===== config.mk =====
export PLATFORM = sky130hd
export DESIGN_NAME = swallow_divider
export DESIGN_NICKNAME = d
export VERILOG_FILES = /design/src/rtl/swd_pkg.sv /design/src/rtl/swd_prescaler.sv /design/src/rtl/swd_swallow.sv /design/src/rtl/swallow_divider.sv
export SDC_FILE = /design/constraint.sdc
export NUM_CORES = 1
export LEC_CHECK = 0
export BUFFER_PORTS_ARGS = -buffer_cell sky130_fd_sc_hd__buf_2
export CAP_MARGIN = 20
export CORE_ASPECT_RATIO = 2
export CORE_UTILIZATION = 58
export DETAILED_ROUTE_END_ITERATION = 7
export HOLD_SLACK_MARGIN = 0.02
export PLACE_DENSITY = 0.9
export SYNTH_ARGS = -nofsm -noshare
export SYNTH_HDL_FRONTEND = slang
export SYNTH_HIERARCHICAL = 1
export SYNTH_SLANG_ARGS = --single-unit

===== constraint.sdc =====
create_clock -name clk -period 4 [get_ports clk]
set_clock_uncertainty 0.2 [all_clocks]
set_input_delay 0.6 -clock clk [delete_from_list [all_inputs] [get_ports clk]]
set_output_delay 0.6 -clock clk [all_outputs]
set_load 0.05 [all_outputs]

===== src/rtl/swd_pkg.sv =====
package swd_pkg;
  // Base prescaler modulus: 2^(base_log2 + code)
  function automatic int presc_base(int base_log2, int code);
    return 1 << (base_log2 + code);
  endfunction

  // Legal swallow setting: main count at least 3, swallow not above main
  function automatic bit cfg_legal(int a, int b);
    return (b >= 3) && (a <= b);
  endfunction
endpackage


===== src/rtl/swd_prescaler.sv =====
module swd_prescaler #(
  parameter int SEL_W     = 2,
  parameter int BASE_LOG2 = 3,
  parameter int PC_W      = BASE_LOG2 + (1 << SEL_W)
) (
  input  logic             clk,
  input  logic             clear,
  input  logic             hi_mod,
  input  logic [SEL_W-1:0] sel,
  output logic             pre_end,
  output logic [PC_W-1:0]  pc_o
);
  logic [PC_W-1:0] pc;
  logic [PC_W-1:0] base;
  logic [PC_W-1:0] last;

  always_comb begin
    base    = PC_W'(swd_pkg::presc_base(BASE_LOG2, int'(sel)));
    last    = hi_mod ? base : base - 1'b1;
    pre_end = (pc == last);
  end

  always_ff @(posedge clk) begin
    if (clear || pre_end) pc <= '0;
    else                  pc <= pc + 1'b1;
  end

  assign pc_o = pc;
endmodule


===== src/rtl/swd_swallow.sv =====
module swd_swallow #(
  parameter int A_W = 6,
  parameter int B_W = 13
) (
  input  logic           clk,
  input  logic           load,
  input  logic           pre_end,
  input  logic [A_W-1:0] ld_a,
  input  logic [B_W-1:0] ld_b,
  output logic           hi_mod,
  output logic           term
);
  logic [A_W-1:0] a_left;
  logic [B_W-1:0] b_left;

  always_comb begin
    hi_mod = (a_left != '0);
    term   = pre_end && (b_left <= B_W'(1));
  end

  always_ff @(posedge clk) begin
    if (load || term) begin
      a_left <= ld_a;
      b_left <= ld_b;
    end else if (pre_end) begin
      if (a_left != '0) a_left <= a_left - 1'b1;
      b_left <= b_left - 1'b1;
    end
  end
endmodule


===== src/rtl/swallow_divider.sv =====
module swallow_divider #(
  parameter int A_W       = 6,
  parameter int B_W       = 13,
  parameter int SEL_W     = 2,
  parameter int BASE_LOG2 = 3
) (
  input  logic             clk,
  input  logic             rst,
  input  logic             cnt_rst,
  input  logic [A_W-1:0]   a_set,
  input  logic [B_W-1:0]   b_set,
  input  logic [SEL_W-1:0] psel,
  output logic             div_out,
  output logic             bad_cfg
);
  localparam int PC_W = BASE_LOG2 + (1 << SEL_W);

  logic             load;
  logic             reload;
  logic             term;
  logic             hi_mod;
  logic             pre_end;
  logic [PC_W-1:0]  pc;
  logic [A_W-1:0]   cfg_a;
  logic [B_W-1:0]   cfg_b;
  logic [SEL_W-1:0] cfg_p;
  logic             cfg_ok;

  assign load   = rst || cnt_rst;
  assign reload = load || term;

  // Setting in use: captured only at reset, hold or period end
  always_ff @(posedge clk) begin
    if (reload) begin
      cfg_a <= a_set;
      cfg_b <= b_set;
      cfg_p <= psel;
    end
  end

  assign cfg_ok  = swd_pkg::cfg_legal(int'(cfg_a), int'(cfg_b));
  assign bad_cfg = !cfg_ok;

  swd_prescaler #(.SEL_W(SEL_W), .BASE_LOG2(BASE_LOG2), .PC_W(PC_W)) u_pre (
    .clk     (clk),
    .clear   (load),
    .hi_mod  (hi_mod),
    .sel     (cfg_p),
    .pre_end (pre_end),
    .pc_o    (pc)
  );

  swd_swallow #(.A_W(A_W), .B_W(B_W)) u_cnt (
    .clk     (clk),
    .load    (load),
    .pre_end (pre_end),
    .ld_a    (a_set),
    .ld_b    (b_set),
    .hi_mod  (hi_mod),
    .term    (term)
  );

  always_ff @(posedge clk) begin
    if (load) div_out <= 1'b0;
    else      div_out <= term && cfg_ok;
  end
endmodule


==> impl_summary.txt <==
----------------------------------------------------
[STA]
  Hold Vio Cnt, Final ... 0
  Post-layout minimum cycle time ... 3670 ps
  Sum Neg Setup Slack ... 0 ps
  Achievable clock frequency ... 272 MHz
  Number of endpoints failing setup at the final stage ... 0
  Ratio of final minimum period to clock period ... 91.9%
  Unrepaired setup endpoints after global routing ... no
  Hold_ws ... 276 ps
  Final Slew Violations ... 0

[Die]
  Core footprint ... 4170 sq um
  Effective utilization at floorplan ... 61.6%
  Boundary pin count ... 26
  Die area ... 4710 sq um
  Floorplan die width ... 49.0 um
  Die Y ... 96.1 um
  Number of rows in the core area ... 33

[Synthesis]
  Post-synthesis instance area ... 2570 sq um
  Post-synthesis sequential area ratio ... 53.0%
  Count of flip-flops with a built-in enable after synthesis ... 40
  Number of instances in the synthesized netlist ... 204
  Register bit total from synthesis ... 48
  Ys flop type ... sky130_fd_sc_hd__edfxtp_1
  Cell accounting for the most synthesized area ... sky130_fd_sc_hd__edfxtp_1
  Proportion of netlist area held by the largest area contributor ... 46.8%
  Post-synthesis average cell area ... 12.6 sq um
  Proportion of register bits with asynchronous set or reset after synthesis ... 0%
  Largest cells by area after synthesis ... sky130_fd_sc_hd__edfxtp_1, sky130_fd_sc_hd__dfxtp_1, sky130_fd_sc_hd__ha_1, sky130_fd_sc_hd__mux2_4, sky130_fd_sc_hd__xor2_1
  Number of warnings reported in the yosys synthesis log ... 6
  Library cells used by synthesis ... 46

[Clock tree]
  CTS tree ... yes
  Insertion delay of the later-clocked pin in the worst-skew pair ... 300 ps
  Clock buffer depth ... 2
  Hold_buf cts ... 0
  Root buf cell ... sky130_fd_sc_hd__clkbuf_8
  Reg clk slew, reported paths ... 80 ps
  H-tree depth reported by CTS ... 2
  TritonCTS Sinks ... 48
  Number of resized instances in the post-cts repair step ... 0
  TritonCTS buffer count ... 5
  Post-CTS repair timing setup buffer count ... 0

[Setup path]
  Arrival @ worst endpoint ... 3460 ps
  End of the critical path ... cfg_b[2]
  Launching element of the worst setup path ... u_cnt/a_left[0]
  Element type at the critical path end ... register
  Worst Path Required ... 3780 ps
  Number of cells on the worst reg-to-reg path ... 11
  CP Launch Type ... register
  Max Fanout on Critical Path ... 21
  Register-to-register setup slack ... 330 ps
  R2r startpoint ... u_cnt/a_left[0]
  Setup Crit Path Kind ... reg2reg
  Destination of the worst register-to-register timing path ... cfg_b[2]

[Global route]
  Antenna violations before repair ... 0
  Overall routing resource usage ... 23.1%
  Number of global-route vias before repair ... 1742
  Total congestion overflow after global routing ... 0
  First-pass GRT wire length ... 7.79 mm
  Pin count of the biggest net entering global routing ... 22

[Routing]
  Post-route DRC ... 0
  Ratio of routed vias to standard cells ... 5.81
  Average detailed-routed wire length per instance ... 16.3 um
  Length of the first detailed-routing pass in iterations ... 4
  Detailed Route Iter0 Violations ... 53
  Post-route antenna net violation count ... 0
  Detailed-route via count ... 1673
  Wire length after detailed routing ... 4.68 mm

[Min path]
  Class of the tightest hold or removal check ... in2reg

[Cells and area]
  Synth-to-Final Area Change ... 9.60%
  Fraction of final layout cells with drive strength greater than 1 ... 24.6%
  Net total in the final layout ... 270
  Final standard cell area without fillers ... 2810 sq um
  Finished Core Util ... 67.5%
  Antenna diode count ... 0
  Final-layout fill cell count ... 333

[Power and ir drop]
  Static leakage power ... 1.11 nW
  VDD IR-drop max ... 0.000357 V
  Pwr per Cell Area ... 381 nW/um^2

[Place]
  Input/output buffers ... 25
  DP HPWL ... 3.57 mm
  Instance area at placement ... 2730 sq um
  Final weighted congestion in routability-driven placement ... 0.907

[Flow run]
  Max-capacitance violation count ... 0

[Status]
  Status ... complete, no violations

----------------------------------------------------
-- kinds of logic after synthesis --
kind of cell | Yosys count | synth area share, %
AOI/OAI and AO/OA | 15 | 4.58
xor gates and xnor gates | 23 | 7.85
adders and majority gates | 11 | 5.36
buffers and inverters | 17 | 3.70
DFF | 48 | 53.0
muxes | 19 | 9.41
other | 1 | 0.146
and+or+nand+nor | 70 | 15.9
-- flip-flops by register name, indices dropped and copies added, names as in the netlist --
signal	flops
cfg_b	13
div_out	1
u_pre/pc_o	7
u_cnt/b_left	13
cfg_p	2
cfg_a	6
u_cnt/a_left	6
-- final cells by class --
type | instances | area, sq um | share of cell area [%]
clock buffer | 6 | 72.6 | 2.58
clock inverter | 2 | 11.3 | 0.400
inverter | 13 | 48.8 | 1.73
multi-input combinational | 140 | 1110 | 39.6
sequential | 48 | 1360 | 48.4
tap | 52 | 65.1 | 2.31
timing repair buffer | 27 | 140 | 4.98
-- layer usage --
metal / track usage (%) / part of all wire, %
met3: 3.79 / 2.3
met2: 46.5 / 59
met1: 20.4 / 35
met5: 0 / 0
met4: 14.7 / 3.6
-- critical path, stage by stage, from the launching register on --
cell                       delay, ps
sky130_fd_sc_hd__edfxtp_1        400
sky130_fd_sc_hd__inv_1           110
sky130_fd_sc_hd__ha_1            200
sky130_fd_sc_hd__nand2b_1         80
sky130_fd_sc_hd__or4_1           570
sky130_fd_sc_hd__nor2b_1         200
sky130_fd_sc_hd__or4_1           470
sky130_fd_sc_hd__a31oi_1         170
sky130_fd_sc_hd__o221a_2         360
sky130_fd_sc_hd__and2_2          210
sky130_fd_sc_hd__or3_1           100
sky130_fd_sc_hd__buf_4           270
-- per-stage QoR --
stage	power, mW	worst slack, ps	instances
floorplan	0.759	452	205
global placement	0.796	452	280
detailed placement	0.806	342	280
CTS	1.08	322	288
global route	1.12	108	288
finish	1.07	325	288
-- cell usage after synthesis, types with 4 or more instances --
library cell               instances
sky130_fd_sc_hd__nand2_1          12
sky130_fd_sc_hd__mux2_4            8
sky130_fd_sc_hd__nor2_1           10
sky130_fd_sc_hd__nor3_1           12
sky130_fd_sc_hd__o21ai_0           4
sky130_fd_sc_hd__inv_1            13
sky130_fd_sc_hd__edfxtp_1         40
sky130_fd_sc_hd__nand3_1           6
sky130_fd_sc_hd__xnor2_1          11
sky130_fd_sc_hd__nor2b_1           4
sky130_fd_sc_hd__ha_1             11
sky130_fd_sc_hd__xor2_1           12
sky130_fd_sc_hd__mux2_2            9
sky130_fd_sc_hd__dfxtp_1           8
-- how the worst min path moves through the flow --
stage	cells past startpoint	slack [ps]	startpoint	endpoint
after floorplan	1	280	u_pre/pc_o[0]	u_pre/pc_o[0]
after global placement	2	370	u_pre/pc_o[6]	u_pre/pc_o[6]
after detailed placement	1	370	u_pre/pc_o[0]	u_pre/pc_o[0]
after CTS	1	270	psel[0]	cfg_p[0]
after global routing	1	260	psel[1]	cfg_p[1]
final	1	280	psel[0]	cfg_p[0]
-- cells in the final DEF (no fill, tap or decap), types with 9 or more instances in the layout --
| master | count |
|---|---|
| sky130_fd_sc_hd__mux2_2 | 9 |
| sky130_fd_sc_hd__xor2_1 | 12 |
| sky130_fd_sc_hd__edfxtp_1 | 40 |
| sky130_fd_sc_hd__nor3_1 | 12 |
| sky130_fd_sc_hd__nand2_1 | 12 |
| sky130_fd_sc_hd__xnor2_1 | 11 |
| sky130_fd_sc_hd__buf_2 | 25 |
| sky130_fd_sc_hd__nor2_1 | 10 |
| sky130_fd_sc_hd__ha_1 | 11 |
| sky130_fd_sc_hd__inv_1 | 13 |
-- power breakdown --
| part | leakage, nW | switching [mW] | internal (mW) | total, mW |
|---|---|---|---|---|
| clock network | 0.0388 | 0.154 | 0.121 | 0.275 |
| logic | 0.601 | 0.0783 | 0.0805 | 0.159 |
| registers | 0.473 | 0.0410 | 0.596 | 0.637 |
(Power assumes the default switching activity.)
